## config.mk

```make
export PLATFORM = sky130hd
export DESIGN_NAME = pwmr_top
export DESIGN_NICKNAME = d
export VERILOG_FILES = /design/src/rtl/pwmr_pkg.sv /design/src/rtl/pwmr_regs.sv /design/src/rtl/pwmr_core.sv /design/src/rtl/pwmr_top.sv
export SDC_FILE = /design/constraint.sdc
export NUM_CORES = 1
export LEC_CHECK = 0
export ABC_AREA = 0
export BUFFER_PORTS_ARGS = -buffer_cell sky130_fd_sc_hd__buf_4
export CORE_ASPECT_RATIO = 2
export CORE_UTILIZATION = 30
export DETAILED_ROUTE_END_ITERATION = 6
export GPL_TIMING_DRIVEN = 1
export PLACE_DENSITY_LB_ADDON = 0.25
export SYNTH_ARGS = -nofsm -noshare
export SYNTH_HDL_FRONTEND = slang
export SYNTH_SLANG_ARGS = --single-unit
```

## constraint.sdc

```tcl
create_clock -name clk -period 2.5 [get_ports clk]
set_input_delay 0.375 -clock clk [delete_from_list [all_inputs] [get_ports clk]]
set_output_delay 0.375 -clock clk [all_outputs]
set_load 0.1 [all_outputs]
```

## src/rtl/pwmr_pkg.sv

```systemverilog
package pwmr_pkg;
   localparam int unsigned DATA_W  = 32;
   localparam logic [31:0] IDENT   = 32'h504C_5347;
   localparam int unsigned IX_VER  = 0;
   localparam int unsigned IX_ID   = 1;
   localparam int unsigned IX_SCR  = 2;
   localparam int unsigned IX_IDNT = 3;
   localparam int unsigned IX_CFG  = 4;
   localparam int unsigned IX_PER  = 5;
   localparam int unsigned IX_WID  = 6;
   localparam int unsigned CFG_HOLD_BIT = 0;
   localparam int unsigned CFG_LOAD_BIT = 1;
   localparam logic [1:0]  RESP_OK = 2'b00;
endpackage

```

## src/rtl/pwmr_regs.sv

```systemverilog
module pwmr_regs
   import pwmr_pkg::*;
#(
   parameter int unsigned ADDR_W  = 8,
   parameter int unsigned CNT_W   = 16,
   parameter logic [31:0] VERSION = 32'h0001_0200,
   parameter logic [31:0] CORE_ID = 32'h0
) (
   input  logic              clk,
   input  logic              rst_n,
   input  logic              aw_valid,
   output logic              aw_ready,
   input  logic [ADDR_W-1:0] aw_addr,
   input  logic              w_valid,
   output logic              w_ready,
   input  logic [DATA_W-1:0] w_data,
   output logic              b_valid,
   input  logic              b_ready,
   output logic [1:0]        b_resp,
   input  logic              ar_valid,
   output logic              ar_ready,
   input  logic [ADDR_W-1:0] ar_addr,
   output logic              r_valid,
   input  logic              r_ready,
   output logic [DATA_W-1:0] r_data,
   output logic [1:0]        r_resp,
   output logic              cfg_hold,
   output logic              load_pls,
   output logic [CNT_W-1:0]  shd_period,
   output logic [CNT_W-1:0]  shd_width
);
   localparam int unsigned WIX_W = ADDR_W - 2;

   logic              wr_go, rd_go, wr_ok, rd_ok;
   logic [WIX_W-1:0]  wr_ix, rd_ix;
   logic [DATA_W-1:0] scratch_q, rd_word;

   assign wr_go    = aw_valid && w_valid && !b_valid;
   assign rd_go    = ar_valid && !r_valid;
   assign aw_ready = wr_go;
   assign w_ready  = wr_go;
   assign ar_ready = rd_go;
   assign b_resp   = RESP_OK;
   assign r_resp   = RESP_OK;
   assign wr_ix    = aw_addr[ADDR_W-1:2];
   assign rd_ix    = ar_addr[ADDR_W-1:2];
   assign wr_ok    = (aw_addr[1:0] == 2'b00);
   assign rd_ok    = (ar_addr[1:0] == 2'b00);

   always_comb begin
      rd_word = '0;
      if (rd_ok) begin
         case (rd_ix)
            WIX_W'(IX_VER):  rd_word = VERSION;
            WIX_W'(IX_ID):   rd_word = CORE_ID;
            WIX_W'(IX_SCR):  rd_word = scratch_q;
            WIX_W'(IX_IDNT): rd_word = IDENT;
            WIX_W'(IX_CFG):  rd_word[CFG_HOLD_BIT] = cfg_hold;
            WIX_W'(IX_PER):  rd_word = DATA_W'(shd_period);
            WIX_W'(IX_WID):  rd_word = DATA_W'(shd_width);
            default:         rd_word = '0;
         endcase
      end
   end

   always_ff @(posedge clk) begin
      if (!rst_n) begin
         b_valid    <= 1'b0;
         r_valid    <= 1'b0;
         r_data     <= '0;
         scratch_q  <= '0;
         cfg_hold   <= 1'b0;
         load_pls   <= 1'b0;
         shd_period <= '0;
         shd_width  <= '0;
      end else begin
         load_pls <= 1'b0;
         if (wr_go) b_valid <= 1'b1;
         else if (b_ready) b_valid <= 1'b0;
         if (rd_go) begin
            r_valid <= 1'b1;
            r_data  <= rd_word;
         end else if (r_ready) begin
            r_valid <= 1'b0;
         end
         if (wr_go && wr_ok) begin
            case (wr_ix)
               WIX_W'(IX_SCR): scratch_q <= w_data;
               WIX_W'(IX_CFG): begin
                  cfg_hold <= w_data[CFG_HOLD_BIT];
                  load_pls <= w_data[CFG_LOAD_BIT];
               end
               WIX_W'(IX_PER): shd_period <= w_data[CNT_W-1:0];
               WIX_W'(IX_WID): shd_width  <= w_data[CNT_W-1:0];
               default: ;
            endcase
         end
      end
   end
endmodule

```

## src/rtl/pwmr_core.sv

```systemverilog
module pwmr_core #(
   parameter int unsigned CNT_W   = 16,
   parameter bit          REG_OUT = 1'b0
) (
   input  logic             clk,
   input  logic             rst_n,
   input  logic             cfg_hold,
   input  logic             load_pls,
   input  logic [CNT_W-1:0] shd_period,
   input  logic [CNT_W-1:0] shd_width,
   output logic             pwm_o,
   output logic [CNT_W-1:0] cnt_o,
   output logic [CNT_W-1:0] period_o,
   output logic [CNT_W-1:0] width_o
);
   logic [CNT_W-1:0] cnt_q, per_q, wid_q, next_per;
   logic             pend_q, at_edge, apply_now, pwm_raw;

   function automatic logic [CNT_W-1:0] top_of(input logic [CNT_W-1:0] p);
      return (p == '0) ? '0 : p - 1'b1;
   endfunction

   assign at_edge   = cfg_hold || (cnt_q == '0);
   assign apply_now = (load_pls || pend_q) && at_edge;
   assign next_per  = apply_now ? shd_period : per_q;
   assign pwm_raw   = !cfg_hold && (wid_q <= per_q) && (cnt_q < wid_q);

   always_ff @(posedge clk) begin
      if (!rst_n) begin
         cnt_q  <= '0;
         per_q  <= '0;
         wid_q  <= '0;
         pend_q <= 1'b0;
      end else begin
         pend_q <= (pend_q || load_pls) && !apply_now;
         if (apply_now) begin
            per_q <= shd_period;
            wid_q <= shd_width;
         end
         if (at_edge) cnt_q <= top_of(next_per);
         else         cnt_q <= cnt_q - 1'b1;
      end
   end

   generate
      if (REG_OUT) begin : g_reg_out
         logic pwm_q;
         always_ff @(posedge clk) begin
            if (!rst_n) pwm_q <= 1'b0;
            else        pwm_q <= pwm_raw;
         end
         assign pwm_o = pwm_q;
      end else begin : g_comb_out
         assign pwm_o = pwm_raw;
      end
   endgenerate

   assign cnt_o    = cnt_q;
   assign period_o = per_q;
   assign width_o  = wid_q;
endmodule

```

## src/rtl/pwmr_top.sv

```systemverilog
module pwmr_top
   import pwmr_pkg::*;
#(
   parameter int unsigned ADDR_W  = 8,
   parameter int unsigned CNT_W   = 16,
   parameter bit          REG_OUT = 1'b0,
   parameter logic [31:0] VERSION = 32'h0001_0200,
   parameter logic [31:0] CORE_ID = 32'h0
) (
   input  logic              clk,
   input  logic              rst_n,
   input  logic              aw_valid,
   output logic              aw_ready,
   input  logic [ADDR_W-1:0] aw_addr,
   input  logic              w_valid,
   output logic              w_ready,
   input  logic [31:0]       w_data,
   output logic              b_valid,
   input  logic              b_ready,
   output logic [1:0]        b_resp,
   input  logic              ar_valid,
   output logic              ar_ready,
   input  logic [ADDR_W-1:0] ar_addr,
   output logic              r_valid,
   input  logic              r_ready,
   output logic [31:0]       r_data,
   output logic [1:0]        r_resp,
   output logic              pwm_out
);
   generate
      if (ADDR_W < 5) begin : g_bad_addr
         $error("ADDR_W must reach byte offset 0x18");
      end
      if (CNT_W < 2 || CNT_W > DATA_W) begin : g_bad_cnt
         $error("CNT_W must lie in 2..32");
      end
   endgenerate

   logic             cfg_hold, load_pls;
   logic [CNT_W-1:0] shd_period, shd_width, cnt_v, per_v, wid_v;

   pwmr_regs #(
      .ADDR_W(ADDR_W), .CNT_W(CNT_W), .VERSION(VERSION), .CORE_ID(CORE_ID)
   ) u_regs (
      .clk(clk), .rst_n(rst_n),
      .aw_valid(aw_valid), .aw_ready(aw_ready), .aw_addr(aw_addr),
      .w_valid(w_valid), .w_ready(w_ready), .w_data(w_data),
      .b_valid(b_valid), .b_ready(b_ready), .b_resp(b_resp),
      .ar_valid(ar_valid), .ar_ready(ar_ready), .ar_addr(ar_addr),
      .r_valid(r_valid), .r_ready(r_ready), .r_data(r_data), .r_resp(r_resp),
      .cfg_hold(cfg_hold), .load_pls(load_pls),
      .shd_period(shd_period), .shd_width(shd_width)
   );

   pwmr_core #(.CNT_W(CNT_W), .REG_OUT(REG_OUT)) u_core (
      .clk(clk), .rst_n(rst_n),
      .cfg_hold(cfg_hold), .load_pls(load_pls),
      .shd_period(shd_period), .shd_width(shd_width),
      .pwm_o(pwm_out), .cnt_o(cnt_v), .period_o(per_v), .width_o(wid_v)
   );
endmodule

```

==> metrics.csv, run 1 <==
stage;metric;value;unit
clock_tree;clk_pin_slew;0.06;ns
worst_setup_path;r2r_end;u_core.cnt_o[2];
drt;routed-via-count;6691;
run_status;status;finished with violations;
timing;timing.final.max_slew_violations;0;
timing;worst_pin_slew;0.626;ns
worst_setup_path;critical_path_depth;9;
logic_synthesis;synthMostInstantiatedCell;nand2_1;
logic_synthesis;synth.yosys.seq_area_share;42.1;%
power_and_ir_drop;power;7.47;mW
clock_tree;clock_latency;0.44;ns
drt;drt_iter0_markers;305;
logic_synthesis;synth-main-ff-cell;dfxtp_1;
logic_synthesis;yosys-top-cells-count;nand2_1 (185), dfxtp_1 (149), a21oi_1 (128), nor2_1 (91), clkbuf_1 (56);
drt;drc;4;
logic_synthesis;async_flop_share;0;%
clock_tree;ctsHtreeMaxLevel;4;
drt;drt-total-wl;22200;um
timing;skew;0.00966;ns
timing;min_period;2.99;ns
drt;ant_nets;0;
worst_setup_path;end_kind;output pin;
timing;setup_viol;1;
logic_synthesis;synth_seq_cells;149;
logic_synthesis;synth_area_leaders;dfxtp_1 (42%), nand2_1 (9.8%), a21oi_1 (9.0%);
floorplanning;die_w;111;um
worst_setup_path;cpPeakStageDelay;0.50;ns
place;dp_hpwl;16700;um
place;post_dp_cell_area;8660;sq um
min_path;hold_class;in -> reg;
floorplanning;die_y;219;um
worst_setup_path;worstPathCellList;inv_2 > ha_4 > nor2b_4 > o21a_1 > o21ai_2 > a2111oi_2 > or4_4 > a221oi_4 > buf_12;
logic_synthesis;yosys_warnings;0;
timing;max_freq;335;MHz
cells_and_area;area_growth;32.7;%
clock_tree;cts_root_buf;clkbuf_16;
clock_tree;cts_buffers;17;
logic_synthesis;synth_top_area_share;42.1;%
worst_setup_path;crit_type;reg -> out;
global_route;grt_use_total;18.8;%
clock_tree;cts.sinks;149;
power_and_ir_drop;powerDensity;795;nW/um^2
place;port_buffers;92;
worst_setup_path;critical_path.top_delay_family;compound AO/OA/AOI/OAI gates;
timing;max_slew_margin;58.2;%
timing;period_share;119;%
worst_setup_path;crit_arrival;2.61;ns
power_and_ir_drop;peakVddDrop;0.782;mV
worst_setup_path;ff2ff_setup_slack;0.11;ns
worst_setup_path;r2r_cells;7;
worst_setup_path;critPathBufInv;2;
worst_setup_path;cpMaxStageDelayCell;or4_4;
timing;hold_violations;0;
run;max_cap_viol_count;0;
place;gp_congestion;0.823;
floorplanning;core_area;23200;sq um
worst_setup_path;startpoint;u_core.period_o[1];
run_status;violations;design-rule violations, negative setup slack;
timing;rsz0062_at_grt;yes;
global_route;grt-ovfl-total;0;
clock_tree;cts_tree;done;
timing;fin_ws;-0.485;ns
drt;wl_per_cell;16.5;um
logic_synthesis;synth_cell_type_count;52;
floorplanning;dieArea;24300;sq um
floorplanning;ios;97;
cells_and_area;stdcell_area;9400;sq um
global_route;grt_pass1_wl;35300;um
logic_synthesis;synth_area_leader_cell;dfxtp_1;
cells_and_area;finish.net_count;1133;
cells_and_area;antenna_cells;0;
logic_synthesis;netlist_area;7090;sq um
timing;hold_slack;0.193;ns
worst_setup_path;cp-start-kind;register;
floorplanning;rows;79;
global_route;antenna_found_initial;0;
logic_synthesis;syn_avg_cell_area;7.84;sq um
worst_setup_path;r2r-start;u_core.cnt_o[12];
drt;post_drt_via_cell_ratio;4.99;
power_and_ir_drop;leakage;3.71;nW
worst_setup_path;worstPathRequired;2.12;ns
floorplanning;initial_core_util;30.5;%
worst_setup_path;worstPathMaxFanout;2;
drt;drt-pass1-iter-count;7;
global_route;grt_max_degree;132;
clock_tree;cts.path.max_buffers;2;
cells_and_area;layout-drive-gt1-share;22.8;%
worst_setup_path;endpoint;pwm_out;
global_route;grt_pass1_vias;6707;
logic_synthesis;synth_edf_count;0;
logic_synthesis;netlist_instances;904;
[registers in the layout, indices dropped and copies added, names as in the netlist]
name / flops
u_regs.scratch_q: 32
u_regs.cfg_hold: 1
u_regs.shd_period: 16
u_core.pend_q: 1
u_regs.b_valid: 1
u_core.period_o: 16
u_regs.shd_width: 16
u_regs.load_pls: 1
u_regs.r_valid: 1
u_core.cnt_o: 16
u_core.width_o: 16
u_regs.r_data: 32
[kinds of logic (layout without fill, tap and decap cells)]
| logic type | after synthesis | after routing | synth area share (%) |
|---|---|---|---|
| simple gates | 355 | 355 | 21.7 |
| flops | 149 | 149 | 42.1 |
| other cells | 1 | 4 | 0.0529 |
| compound gates | 218 | 218 | 18.6 |
| buf+inv | 103 | 255 | 5.84 |
| xor+xnor | 27 | 27 | 3.34 |
| mux | 19 | 19 | 2.68 |
| fa+ha+maj | 32 | 32 | 5.65 |
[layout make-up]
type / count / area, sq um
Fill cell: 2349 / 13800
Timing Repair Buffer: 183 / 1470
Clock inverter: 11 / 150
Inverter: 40 / 153
Multi-Input combinational cell: 655 / 3820
Tap cell: 283 / 354
Clock buffer: 21 / 460
Sequential cell: 149 / 2990
[worst min path at each step]
stage                    startpoint              endpoint  slack [ns]  cells after the start
3_5_place_dp   u_regs.scratch_q[17]  u_regs.scratch_q[17]        0.45                      2
5_1_grt                  w_data[26]  u_regs.scratch_q[26]        0.18                      3
3_3_place_gp   u_regs.scratch_q[19]  u_regs.scratch_q[19]        0.44                      2
6_report                 w_data[18]  u_regs.scratch_q[18]        0.19                      3
2_1_floorplan   u_regs.scratch_q[0]   u_regs.scratch_q[0]        0.43                      2
4_1_cts                  w_data[18]  u_regs.scratch_q[18]        0.17                      3
[cells in the final DEF, fill, tap and decap left out, drive strengths merged, types with 10 or more instances in the layout]
| cell | instances |
|---|---|
| buf | 183 |
| o21ai | 16 |
| nor3 | 13 |
| ha | 32 |
| mux2i | 19 |
| xor2 | 12 |
| a221oi | 10 |
| inv | 41 |
| xnor2 | 15 |
| dfxtp | 149 |
| a22oi | 10 |
| nor2 | 91 |
| nor2b | 10 |
| clkbuf | 21 |
| nand2 | 185 |
| o22ai | 14 |
| a21oi | 128 |
[stage by stage]
stage | util [%] | TNS (ns) | cells | worst slack, ns
after floorplan | - | -0.519 | 907 | -0.519
after global placement | 37.3 | -0.384 | 1309 | -0.384
after detailed placement | 37.3 | -0.397 | 1309 | -0.397
after CTS | 40.1 | -0.636 | 1341 | -0.636
after global routing | 40.5 | -0.551 | 1342 | -0.551
final | 40.5 | -0.485 | 1342 | -0.485
[routing by layer]
| layer | vias to the layer above | wire length [um] | global-route usage [%] |
|---|---|---|---|
| met5 | - | 0 | 0 |
| met4 | 0 | 1150 | 11.0 |
| met3 | 46 | 757 | 4.06 |
| met2 | 151 | 12300 | 36.3 |
| met1 | 3117 | 8010 | 17.9 |
| li1 | 3377 | - | - |
[worst min-delay path, cell delays in order]
cell and delay [ns]:
buf_4 0.11, nand2_1 0.05, a21oi_1 0.05
[timing repair]
| item | in CTS | in global routing |
|---|---|---|
| hold buffers | 0 | 0 |
| hold endpoints to repair | 0 | 0 |
| buffers inserted | 1 | 1 |
| pin swaps | 6 | 11 |
| setup endpoints to repair | 1 | 11 |
| resized for setup | 13 | 16 |
[power breakdown]
group          switching [mW]  internal, mW  total [mW]
Sequential              0.111          2.50        2.61
Combinational            1.25         0.950        2.20
Clock                    1.04          1.63        2.67
No activity file was read; power rests on OpenSTA's default activity.
==> inputs of run 2 (changes only) <==
--- a/config.mk
+++ b/config.mk
@@ -6,9 +6,10 @@
 export NUM_CORES = 1
 export LEC_CHECK = 0
 export ABC_AREA = 0
-export BUFFER_PORTS_ARGS = -buffer_cell sky130_fd_sc_hd__buf_4
+export BUFFER_PORTS_ARGS = -buffer_cell sky130_fd_sc_hd__buf_2
 export CORE_ASPECT_RATIO = 2
 export CORE_UTILIZATION = 30
+export CTS_BUF_LIST = sky130_fd_sc_hd__clkbuf_4 sky130_fd_sc_hd__clkbuf_8
 export DETAILED_ROUTE_END_ITERATION = 6
 export GPL_TIMING_DRIVEN = 1
 export PLACE_DENSITY_LB_ADDON = 0.25
==> run 2 against run 1 <==
Effect of this change: the flow finishes with violations (negative setup slack); sequential share of layout area increased by 1.5 points; largest power group is now registers; global-route usage grew 0.11 points; final area decreased by 4.5%; flip-flop and latch count stayed put; utilization fell by 1.8 points; critical endpoint unchanged.
==> metrics.csv, run 2 (synthesis results as in run 1) <==
stage;metric;value;unit;change
power_and_ir_drop;internal_power;4.67;mW;-7.9%
timing;skew;0.0111;ns;+0.00140 ns
cells_and_area;layout_common_cells;nand2_1 (185), dfxtp_1 (142), a21oi_1 (127), buf_2 (91), nor2_1 (90);;
cells_and_area;antenna_cells;0;;unchanged
cells_and_area;top_regs;u_regs.r_data: 32 flops, u_regs.scratch_q: 32 flops;;
worst_setup_path;worstPathRequired;2.12;ns;about the same
worst_setup_path;cp-start-kind;register;;
timing;timing.final.max_slew_violations;0;;unchanged
clock_tree;clk_pin_slew;0.08;ns;+0.02 ns
power_and_ir_drop;powerDensity;774;nW/um^2;-2.7%
cells_and_area;layout-drive-gt1-share;23.1;%;+0.32 points
timing;max_freq;335;MHz;about the same
clock_tree;ctsHtreeMaxLevel;4;;unchanged
clock_tree;clock_latency;0.47;ns;+0.03 ns
timing;setup_viol;1;;unchanged
floorplanning;rows;79;;unchanged
min_path;hold_class;in -> reg;;
worst_setup_path;worstPathCellList;inv_2 > ha_4 > nor2b_4 > o21a_1 > o21ai_2 > a2111oi_2 > or4_4 > a221oi_4 > buf_12;;
power_and_ir_drop;leakage;3.57;nW;-3.8%
worst_setup_path;crit_type;reg -> out;;
drt;drt-pass1-iter-count;5;;-2
timing;max_slew_margin;60.2;%;+1.9 points
run_status;violations;negative setup slack;;
floorplanning;initial_core_util;30.5;%;unchanged
global_route;grt-ovfl-total;0;;unchanged
power_and_ir_drop;switching_power;2.27;mW;-5.3%
clock_tree;cts.path.max_buffers;2;;unchanged
drt;wl_per_cell;16.6;um;+0.38%
place;place_ws;-0.308;ns;+0.0891 ns
drt;drt-total-wl;22200;um;about the same
worst_setup_path;r2r_end;u_core.cnt_o[6];;
drt;drt_iter0_markers;297;;-2.6%
run_status;status;finished with violations;;
power_and_ir_drop;pwr-share-comb;31.1;%;+1.7 points
cells_and_area;final_common_cell;nand2_1;;
worst_setup_path;r2r-start;u_core.cnt_o[13];;
timing;hold_violations;0;;unchanged
timing;worst_pin_slew;0.597;ns;-0.0290 ns
drt;drc;0;;-4
run;max_cap_viol_count;0;;unchanged
global_route;grt_pass1_wl;35500;um;+0.55%
drt;post_drt_via_cell_ratio;5.05;;+1.3%
worst_setup_path;crit_arrival;2.61;ns;about the same
min_path;hold_end;u_regs.scratch_q[27];;
power_and_ir_drop;peakVddDrop;0.844;mV;+8.0%
floorplanning;die_w;111;um;unchanged
drt;routed-via-count;6751;;+0.90%
floorplanning;core_area;23200;sq um;unchanged
place;dp.cells;1304;;-0.38%
floorplanning;dieArea;24300;sq um;unchanged
power_and_ir_drop;pwr-share-clk;31.4;%;-4.3 points
power_and_ir_drop;netSwitchingFraction;32.7;%;+0.61 points
worst_setup_path;worstPathMaxFanout;2;;unchanged
clock_tree;ctsHoldBuffers;0;;unchanged
clock_tree;cts.sinks;149;;unchanged
worst_setup_path;end_kind;output pin;;
timing;rsz0062_at_grt;yes;;
drt;ant_nets;0;;unchanged
worst_setup_path;ff2ff_setup_slack;0.12;ns;about the same
place;port_buffers;92;;unchanged
min_path;whs_path_depth;3;;unchanged
cells_and_area;finish.net_count;1128;;-0.44%
place;gp_congestion;0.811;;-1.4%
min_path;min-delay-start;w_data[27];;
clock_tree;cts_root_buf;clkbuf_8;;
floorplanning;die_y;219;um;unchanged
timing;period_share;119;%;about the same
clock_tree;cts_tree;done;;
cells_and_area;area_growth;26.7;%;
global_route;grt_use_total;18.9;%;+0.11 points
place;dp_hpwl;16500;um;-0.83%
global_route;grt_max_degree;132;;unchanged
global_route;antenna_found_initial;0;;unchanged
timing;hold_slack;0.146;ns;-0.0475 ns
worst_setup_path;r2r_cells;7;;unchanged
clock_tree;cts_buffers;17;;unchanged
worst_setup_path;cpMaxStageDelayCell;or4_4;;
floorplanning;ios;97;;unchanged
global_route;grt_pass1_vias;6652;;-0.82%
worst_setup_path;cpPeakStageDelay;0.43;ns;-0.07 ns
power_and_ir_drop;p_seq_share;37.6;%;+2.7 points
cells_and_area;nFillCells;2415;;+2.8%
timing;min_period;2.99;ns;+0.000319 ns
cells_and_area;final_cells;1336;;-0.45%
timing;fin_ws;-0.486;ns;-0.000319 ns
-- run 2: how the worst max path moves through the flow --
stage,slack (ns),to,start
global placement,-0.33,pwm_out,u_core.period_o[1]
finish,-0.49,pwm_out,u_core.period_o[1]
detailed placement,-0.31,pwm_out,u_core.period_o[1]
CTS,-0.59,pwm_out,u_core.period_o[1]
floorplan,-0.52,pwm_out,u_core.period_o[1]
global route,-0.59,pwm_out,u_core.period_o[5]
-- run 2: per-layer routing --
layer	track usage, %	vias to the layer above	wire [um]
li1	-	3371	-
met1	17.9	3166	7940
met2	37.3	174	12500
met3	3.53	40	779
met4	10.5	0	976
met5	0	-	0
-- run 2: final cells by class --
| class | instances | area, sq um | area share, % |
|---|---|---|---|
| repair buffers | 178 | 1200 | 13.3 |
| well taps | 283 | 354 | 3.94 |
| inverters | 40 | 153 | 1.70 |
| clock inverters | 9 | 175 | 1.95 |
| multi-input cells | 655 | 3830 | 42.6 |
| flip-flops and latches | 149 | 2990 | 33.3 |
| clock buffers | 22 | 284 | 3.16 |
-- run 2: through the flow --
step	total power [mW]	TNS (ns)	util [%]	instance area (sq um)
3_5_place_dp	4.81	-0.308	36.2	8400
4_1_cts	7.00	-0.592	38.5	8940
5_1_grt	7.30	-0.593	38.7	8980
2_1_floorplan	4.00	-0.519	-	7120
3_3_place_gp	4.79	-0.328	36.2	8400
6_report	6.95	-0.486	38.7	8980
-- run 2: timing repair --
item	CTS	global route
endpoints found under the setup margin	1	12
pin swaps	10	6
buffers inserted	0	2
resized for setup	20	10
-- run 2: worst max-delay path, delay by kind of cell (launching register included) --
family,cells,cell delay [ns]
AOI/OAI and AO/OA,4,0.79
and+or+nand+nor,2,0.55
DFF,1,0.34
buffers and inverters,2,0.25
adders and majority gates,1,0.21
-- run 2: power by group through the flow --
stage               Sequential (mW)  Combinational [mW]  Clock, mW
floorplan                      2.67                1.34          0
global placement               2.66                2.13          0
detailed placement             2.67                2.14          0
CTS                            2.61                2.15       2.23
global route                   2.64                2.34       2.33
finish                         2.61                2.16       2.18
==> inputs of run 3 (changes only) <==
--- a/config.mk
+++ b/config.mk
@@ -12,7 +12,8 @@
 export CTS_BUF_LIST = sky130_fd_sc_hd__clkbuf_4 sky130_fd_sc_hd__clkbuf_8
 export DETAILED_ROUTE_END_ITERATION = 6
 export GPL_TIMING_DRIVEN = 1
-export PLACE_DENSITY_LB_ADDON = 0.25
+export MAX_ROUTING_LAYER = met4
+export PLACE_DENSITY_LB_ADDON = 0.08
 export SYNTH_ARGS = -nofsm -noshare
 export SYNTH_HDL_FRONTEND = slang
 export SYNTH_SLANG_ARGS = --single-unit
==> constraint.sdc (replaced) <==
create_clock -name clk -period 2.54 [get_ports clk]
set_input_delay 0.381 -clock clk [delete_from_list [all_inputs] [get_ports clk]]
set_output_delay 0.381 -clock clk [all_outputs]
set_load 0.1 [all_outputs]
==> run 3 against run 2 <==
Effect of this change: the run still ends with negative setup slack left; largest power group unchanged; critical endpoint unchanged; cell count fell by 0.15%; first-iteration DRC count up 40%; combinational power decreased by 5%; die area is the same; utilization fell by 0.25 points; count of clock-buffer cells in the layout fell by 4; total power down 4.7%; critical path depth unchanged; sequential share of layout area is 0.21 points higher; non-clock buffer count decreased by 3; worst hold slack lost 0.0012 ns; register-to-register slack about the same.
==> metrics.csv, run 3 (synthesis results as in run 1) <==
stage;metric;value;unit;change
drt;routed-via-count;6597;;-2.3%
worst_setup_path;worstPathRequired;2.16;ns;+0.04 ns
timing;fin_setup_tns;-0.483;ns;+0.00206 ns
floorplanning;dieArea;24300;sq um;unchanged
cells_and_area;final_cells;1334;;-0.15%
run_status;status;finished with violations;;
cells_and_area;antenna_cells;0;;unchanged
run;max_cap_viol_count;0;;unchanged
cells_and_area;area_growth;25.9;%;
cells_and_area;layout-drive-gt1-share;22.6;%;-0.43 points
global_route;grt_max_degree;132;;unchanged
global_route;grt_use_total;20.3;%;+1.5 points
floorplanning;die_w;111;um;unchanged
drt;drt-pass1-iter-count;7;;+2
clock_tree;ctsHtreeMaxLevel;4;;unchanged
timing;rsz0062_at_grt;yes;;
timing;min_period;3.02;ns;
worst_setup_path;end_kind;output pin;;
drt;drt_iter0_markers;416;;+40%
drt;post_drt_via_cell_ratio;4.95;;-2.1%
place;dp.cells;1301;;-0.23%
timing;max_slew_margin;53.9;%;-6.3 points
timing;skew;0.0159;ns;+0.00481 ns
drt;ant_nets;0;;unchanged
cells_and_area;fin_util;38.4;%;-0.25 points
clock_tree;clock_latency;0.47;ns;about the same
cells_and_area;nFillCells;2409;;-0.25%
place;gp_congestion;0.777;;-4.3%
cells_and_area;final_common_cell;nand2_1;;
power_and_ir_drop;powerDensity;742;nW/um^2;-4.1%
timing;hold_violations;0;;unchanged
worst_setup_path;crit_type;reg -> out;;
timing;timing.final.max_slew_violations;0;;unchanged
clock_tree;cts.sinks;149;;unchanged
drt;wl_per_cell;17.5;um;+5.2%
drt;drc;0;;unchanged
global_route;antenna_found_initial;0;;unchanged
cells_and_area;top_regs;u_regs.r_data: 32 flops, u_regs.scratch_q: 32 flops;;
power_and_ir_drop;leakage;3.53;nW;-1.1%
floorplanning;die_y;219;um;unchanged
clock_tree;clk_pin_slew;0.09;ns;about the same
timing;period_share;119;%;
place;dp_hpwl;17400;um;+5.3%
global_route;grt-ovfl-total;0;;unchanged
worst_setup_path;worstPathMaxFanout;2;;unchanged
place;place_ws;-0.247;ns;+0.0605 ns
drt;drt-total-wl;23300;um;+5.0%
clock_tree;cts.path.max_buffers;2;;unchanged
floorplanning;initial_core_util;30.5;%;unchanged
global_route;grt_pass1_vias;6612;;-0.60%
place;port_buffers;92;;unchanged
clock_tree;cts_root_buf;clkbuf_8;;
power_and_ir_drop;peakVddDrop;1.91;mV;+130%
cells_and_area;stdcell_area;8920;sq um;-0.64%
timing;max_freq;331;MHz;
cells_and_area;finish.net_count;1125;;-0.27%
clock_tree;ctsHoldBuffers;0;;unchanged
floorplanning;ios;97;;unchanged
timing;fin_ws;-0.483;ns;+0.00206 ns
cells_and_area;layout_common_cells;nand2_1 (185), dfxtp_1 (142), a21oi_1 (127), buf_2 (91), nor2_1 (90);;
place;post_dp_cell_area;8380;sq um;-0.19%
worst_setup_path;crit_arrival;2.64;ns;+0.03 ns
clock_tree;cts_buffers;17;;unchanged
floorplanning;rows;79;;unchanged
floorplanning;core_area;23200;sq um;unchanged
min_path;hold_class;in -> reg;;
clock_tree;cts_tree;done;;
global_route;grt_pass1_wl;36800;um;+3.8%
timing;setup_viol;1;;unchanged
timing;worst_pin_slew;0.691;ns;+0.0934 ns
worst_setup_path;cp-start-kind;register;;
run_status;violations;negative setup slack;;
power_and_ir_drop;power;6.62;mW;-4.7%
timing;hold_slack;0.145;ns;-0.00118 ns
==> run 3: what timing repair did <==
item / CTS / global route
gates resized for setup: 20 / 9
cloned: 0 / 0
setup endpoints to repair: 1 / 16
setup buffers: 0 / 1
pin swaps: 9 / 4
==> run 3: worst paths after layout <==
| check | to | cells after the start | startpoint | slack [ns] |
|---|---|---|---|---|
| setup reg to reg | u_core.cnt_o[7] | 7 | u_core.cnt_o[12] | 0.12 |
| setup / recovery | pwm_out | 9 | u_core.period_o[5] | -0.48 |
| hold / removal | u_regs.scratch_q[24] | 3 | w_data[24] | 0.14 |
| hold reg to reg | u_regs.scratch_q[24] | 2 | u_regs.scratch_q[24] | 0.45 |
==> run 3: area by class of cell <==
| class | count | area [sq um] | share of cell area (%) |
|---|---|---|---|
| multi-input cells | 655 | 3830 | 43.0 |
| flip-flops and latches | 149 | 2990 | 33.5 |
| repair buffers | 175 | 1170 | 13.2 |
| well taps | 283 | 354 | 3.97 |
| clock buffers | 18 | 241 | 2.71 |
| clock inverters | 14 | 175 | 1.96 |
| inverters | 40 | 153 | 1.71 |
==> run 3: layer usage <==
metal	part of all wire, %	global-route usage [%]	wire [um]	vias up
met3	3.0	3.56	694	24
li1	-	-	-	3359
met1	36	19.6	8500	3075
met5	0	-	0	-
met4	2.7	7.69	633	0
met2	58	39.7	13500	139
==> run 3: worst max-delay path, cell delays in order (launching register included) <==
cell	delay [ns]
dfxtp_2	0.32
inv_1	0.10
ha_4	0.21
a21o_1	0.16
a21o_1	0.18
a21oi_1	0.12
nor3_1	0.06
or4_4	0.50
a221oi_4	0.33
buf_12	0.21
==> run 3: power by group <==
group | switching (mW) | total, mW | internal, mW
Clock | 0.997 | 1.99 | 0.991
Sequential | 0.123 | 2.58 | 2.45
Combinational | 1.17 | 2.05 | 0.879
Total | 2.29 | 6.62 | 4.32
